[config.mk]
export PLATFORM = sky130hd
export DESIGN_NAME = dac_dbuf_ctrl
export DESIGN_NICKNAME = d
export VERILOG_FILES = /design/src/rtl/dbuf_pkg.sv /design/src/rtl/dbuf_sync.sv /design/src/rtl/dbuf_arbiter.sv /design/src/rtl/dbuf_regs.sv /design/src/rtl/dac_dbuf_ctrl.sv
export SDC_FILE = /design/constraint.sdc
export NUM_CORES = 1
export LEC_CHECK = 0
export BUFFER_PORTS_ARGS = -buffer_cell sky130_fd_sc_hd__buf_4
export CAP_MARGIN = 10
export CORE_ASPECT_RATIO = 0.75
export CORE_MARGIN = 2
export CORE_UTILIZATION = 45
export CTS_CLUSTER_SIZE = 14
export DETAILED_ROUTE_END_ITERATION = 10
export PLACE_DENSITY = 0.76
export SYNTH_ARGS = -nofsm -noshare
export SYNTH_HDL_FRONTEND = slang
export SYNTH_SLANG_ARGS = --single-unit
[constraint.sdc]
create_clock -name clk -period 1.2 [get_ports clk]
set_input_delay 0.18 -clock clk [delete_from_list [all_inputs] [get_ports clk]]
set_output_delay 0.18 -clock clk [all_outputs]
set_load 0.1 [all_outputs]
[src/rtl/dbuf_pkg.sv]
package dbuf_pkg;
    // Arbitration state for the asynchronous update pin
    typedef enum logic [1:0] {
        ST_IDLE  = 2'd0,   // chip-select high
        ST_XFER  = 2'd1,   // transfer open, no pin event seen
        ST_ARMED = 2'd2    // transfer open, pin fell: update pending
    } arb_state_t;
endpackage

[src/rtl/dbuf_sync.sv]
module dbuf_sync #(
    parameter int   STAGES  = 2,
    parameter logic RST_VAL = 1'b0
) (
    input  logic clk,
    input  logic arst_n,
    input  logic d,
    output logic q
);
    logic [STAGES-1:0] chain;

    always_ff @(posedge clk or negedge arst_n) begin
        if (!arst_n) chain <= {STAGES{RST_VAL}};
        else         chain <= {chain[STAGES-2:0], d};
    end

    assign q = chain[STAGES-1];
endmodule

[src/rtl/dbuf_arbiter.sv]
module dbuf_arbiter
    import dbuf_pkg::*;
(
    input  logic clk,
    input  logic rst_n,
    input  logic cs_ld,
    input  logic ldac_lo,
    input  logic upd_cmd,
    input  logic pd_cmd,
    output logic ldac_upd,
    output logic pwr_on
);
    arb_state_t state_q, state_d;
    logic       ldac_lo_q;
    logic       ldac_fall;

    assign ldac_fall = ldac_lo && !ldac_lo_q;

    always_ff @(posedge clk or negedge rst_n) begin
        if (!rst_n) begin
            state_q   <= ST_IDLE;
            ldac_lo_q <= 1'b0;
        end else begin
            state_q   <= state_d;
            ldac_lo_q <= ldac_lo;
        end
    end

    always_comb begin
        state_d = state_q;
        unique case (state_q)
            ST_IDLE:  if (!cs_ld) state_d = ldac_fall ? ST_ARMED : ST_XFER;
            ST_XFER:  if (cs_ld) state_d = ST_IDLE;
                      else if (ldac_fall) state_d = ST_ARMED;
            ST_ARMED: if (cs_ld) state_d = ST_IDLE;
            default:  state_d = ST_IDLE;
        endcase
    end

    always_comb begin
        ldac_upd = 1'b0;
        unique case (state_q)
            ST_IDLE:  ldac_upd = cs_ld && ldac_fall;
            ST_XFER:  ldac_upd = cs_ld && ldac_fall;
            ST_ARMED: ldac_upd = cs_ld && ldac_lo;
            default:  ldac_upd = 1'b0;
        endcase
    end

    // Low pin level or any update powers up; pin low masks power-down
    always_ff @(posedge clk or negedge rst_n) begin
        if (!rst_n)                             pwr_on <= 1'b1;
        else if (upd_cmd || ldac_upd || ldac_lo) pwr_on <= 1'b1;
        else if (pd_cmd)                        pwr_on <= 1'b0;
    end
endmodule

[src/rtl/dbuf_regs.sv]
module dbuf_regs #(
    parameter int CODE_W = 16
) (
    input  logic              clk,
    input  logic              arst_n,
    input  logic              ld_in,
    input  logic [CODE_W-1:0] in_data,
    input  logic              ld_dac,
    output logic [CODE_W-1:0] in_code,
    output logic [CODE_W-1:0] dac_code
);
    logic [CODE_W-1:0] in_next;

    // Command data is merged ahead of the copy so a write reaches the DAC in one cycle
    assign in_next = ld_in ? in_data : in_code;

    always_ff @(posedge clk or negedge arst_n) begin
        if (!arst_n) begin
            in_code  <= '0;
            dac_code <= '0;
        end else begin
            in_code <= in_next;
            if (ld_dac) dac_code <= in_next;
        end
    end
endmodule

[src/rtl/dac_dbuf_ctrl.sv]
module dac_dbuf_ctrl #(
    parameter int CODE_W    = 16,
    parameter int SYNC_LEN  = 2
) (
    input  logic              clk,
    input  logic              rst_n,
    input  logic              cs_ld,
    input  logic              cmd_write,
    input  logic              cmd_update,
    input  logic              cmd_pwrdn,
    input  logic [CODE_W-1:0] cmd_data,
    input  logic              ldac_n,
    input  logic              clr_n,
    output logic [CODE_W-1:0] dac_code,
    output logic              powered_up,
    output logic              out_hiz
);
    logic              ldac_sync;
    logic              ldac_lo;
    logic              clr_arst_n;
    logic              reg_rst_n;
    logic              ldac_upd;
    logic              upd_ok;
    logic              pd_ok;
    logic              wr_ok;
    logic [CODE_W-1:0] in_code;

    dbuf_sync #(.STAGES(SYNC_LEN), .RST_VAL(1'b1)) u_ldac_sync (
        .clk(clk), .arst_n(rst_n), .d(ldac_n), .q(ldac_sync)
    );

    assign clr_arst_n = rst_n && clr_n;

    dbuf_sync #(.STAGES(SYNC_LEN), .RST_VAL(1'b0)) u_clr_sync (
        .clk(clk), .arst_n(clr_arst_n), .d(1'b1), .q(reg_rst_n)
    );

    assign ldac_lo = !ldac_sync;
    assign wr_ok   = cmd_write  && reg_rst_n;
    assign upd_ok  = cmd_update && reg_rst_n;
    assign pd_ok   = cmd_pwrdn  && reg_rst_n;

    dbuf_arbiter u_arb (
        .clk(clk), .rst_n(rst_n), .cs_ld(cs_ld), .ldac_lo(ldac_lo),
        .upd_cmd(upd_ok), .pd_cmd(pd_ok), .ldac_upd(ldac_upd), .pwr_on(powered_up)
    );

    dbuf_regs #(.CODE_W(CODE_W)) u_regs (
        .clk(clk), .arst_n(reg_rst_n), .ld_in(wr_ok), .in_data(cmd_data),
        .ld_dac(upd_ok || ldac_upd), .in_code(in_code), .dac_code(dac_code)
    );

    assign out_hiz = !powered_up;
endmodule

==> flow_summary.yaml <==
final_layout:
  final_area_sq_um: 2237
  num_antenna_cells: 0
  fin_nets: 174
  multi_input_area_sq_um: 558.0
  regArea_sq_um: 1012
  stdcell_count: 191
  area_growth_pct: 47.28
  fillers: 221
  drive_gt1_frac: 0.6623
  utilization: 0.6851
  layout.cells.most_common: "buf_4"
  layout_common_cells: "buf_4 (47), dfrtp_1 (36), mux2_4 (32)"
sta:
  fin_crit_ns: 1.429
  hold_viol: 0
  drv_slew: 0
  hold_ws_ns: 0.06528
  fin_crit_sh: 1.191
  fin_setup_tns_ns: -3.900
  setup_ws_ns: -0.2292
  fin_skew_ns: 0.006183
  fmax_ghz: 0.6997
  rsz0062_at_grt: "true"
  final-setup-viol-count: 19
critical_path:
  crit_arrival_ns: 1.60
  endpoint_kind: "register"
  worstSetupPathType: "register to register"
  worstSetupStartpoint: "u_clr_sync.chain[1]"
  critPathSlowestCell: "dfrtp_4"
  crit_fanout: 10
  critical_path.cell_chain: "nand2_4, buf_12, mux2_4, mux2_4"
  crit_required_ns: 1.37
  cp_slowest_stage_delay_ns: 0.50
  r2r_start: "u_clr_sync.chain[1]"
  r2r_slack_ns: -0.23
  rr_worst_depth: 4
  start_kind: "register"
  cp-endpoint: "u_regs.dac_code[13]"
  path_common_cell: "mux2_4"
  r2r_end: "u_regs.dac_code[13]"
synthesis:
  synth_top_area_frac: 0.6096
  syn_area_per_cell_sq_um: 16.88
  yosys_warnings: 0
  ys_top_cells_by_area: "dfrtp_1 (61%), mux2_2 (17%), mux2_4 (8.9%), dfstp_2 (5.2%), buf_12 (1.3%)"
  ys_types: 18
  synth_top_area_cell: "dfrtp_1"
  synth-seq-cells: 40
  seq_area_frac_synth: 0.6614
  syn-cell-area_sq_um: 1519
  syn-num-nets: 114
  synth_cells: 90
placement:
  pre_cts_slack_ns: -0.2485
  portBuffers: 41
  placed_area_sq_um: 2046
  dp_hpwl_mm: 2.051
  place_inst: 178
  gp_congestion: 0.7666
clock_tree:
  cts_sinks: 40
  clk_path_buf_depth: 2
  cts_max_level: 2
  cts_tree: "yes"
  cts-buffers-inserted: 5
  root_buffer: "clkbuf_8"
  clock_latency_ns: 0.29
  clk_pin_slew_ns: 0.07
global_routing:
  antenna_found_initial: 0
  grt_pass1_wl_mm: 4.595
  overflow: 0
  grt_max_degree: 27
  track_usage: 0.1657
  grt_pass1_vias: 964
floorplanning:
  core_sq_um: 3266
  start_util: 0.4651
  num_rows: 18
  die_x_microns: 71.09
  dieArea_sq_um: 3861
  ioPinCount: 42
  dieHeight_microns: 54.32
route:
  viasPerCell: 4.764
  avgRoutedWirePerCell_microns: 15.46
  drc: 0
  first_pass_iters: 4
  antenna_left: 0
  num_vias: 910
  drtIter0Drc: 36
  drt-total-wl_mm: 2.952
status:
  failed_checks: "setup timing"
  status: "complete, but fails checks"
pwr:
  finalPower_mw: 4.693
  powerDensity_nw_per_um2: 2098
  p_leak_nw: 1.128
  vdd_drop_max_uv: 1117
worst_hold_path:
  holdPathStages: 2
  holdCritPathClass: "primary input to register"
flow_run:
  maxCapViolations: 0
-- cells in the mapped netlist --
cell type,n
a21oi_1,1
conb_1,1
dfstp_2,3
dfrtp_1,37
mux2i_1,1
mux2_4,9
buf_6,1
and2_1,1
nand2_1,1
nand2_2,1
a211o_1,1
a32o_2,1
nor2_1,2
mux2_2,23
nor3_1,2
buf_12,1
buf_2,1
inv_1,3
-- final cells by class --
type                    count  area share
repair buffers             56      0.2209
inverters                   3    0.006711
multi-input cells          44      0.2494
flip-flops and latches     40      0.4525
clock inverters             2     0.01566
clock buffers               6     0.03244
well taps                  40     0.02237
-- state kept, by name (all words and copies together) (netlist names) --
signal             flops
u_regs.dac_code       16
u_regs.in_code        16
u_arb.state_q          2
u_clr_sync.chain       2
u_ldac_sync.chain      2
u_arb.ldac_lo_q        1
u_arb.pwr_on           1
-- routing by layer --
layer / global-route usage / up-vias / routed length, microns
li1: - / 427 / -
met1: 0.2110 / 462 / 1342
met2: 0.2648 / 19 / 1472
met3: 0.05893 / 2 / 122
met4: 0.06604 / 0 / 15
met5: 0 / - / 0
-- kinds of logic (layout without fill, tap and decap cells) --
| logic type | Yosys count | count (layout) | synth area share |
|---|---|---|---|
| other | 1 | 1 | 0.002469 |
| DFF | 40 | 40 | 0.6615 |
| and+or+nand+nor | 7 | 7 | 0.02225 |
| buffers and inverters | 6 | 67 | 0.03130 |
| AOI/OAI and AO/OA | 3 | 3 | 0.01647 |
| muxes | 33 | 33 | 0.2661 |
-- worst max-delay path, delay by kind of cell, from the launching register on --
kind,cells,cell delay [ns]
buf+inv,1,0.15
simple gates,1,0.10
mux,2,0.57
flops,1,0.50
-- where the power goes --
| part | internal [mW] | switching [mW] | total [mW] |
|---|---|---|---|
| logic | 0.608 | 1.31 | 1.92 |
| registers | 1.59 | 0.119 | 1.71 |
| clock network | 0.617 | 0.447 | 1.06 |
| total | 2.81 | 1.88 | 4.69 |
-- worst min-delay path by stage --
stage                     startpoint                to
final                          cs_ld  u_arb.state_q[0]
after global routing           cs_ld  u_arb.state_q[0]
after CTS                      cs_ld  u_arb.state_q[0]
after detailed placement       rst_n  u_arb.state_q[0]
after global placement         rst_n   u_arb.ldac_lo_q
after floorplan                rst_n   u_arb.ldac_lo_q
-- timing repair --
| action | in CTS | in global routing |
|---|---|---|
| setup buffers | 1 | 1 |
| resized for setup | 5 | 6 |
| endpoints found under the hold margin | 9 | 0 |
| hold buffers | 3 | 0 |
| pin swaps | 1 | 1 |
| endpoints found under the setup margin | 19 | 20 |
Note: power is estimated with default switching activity, not from simulation.
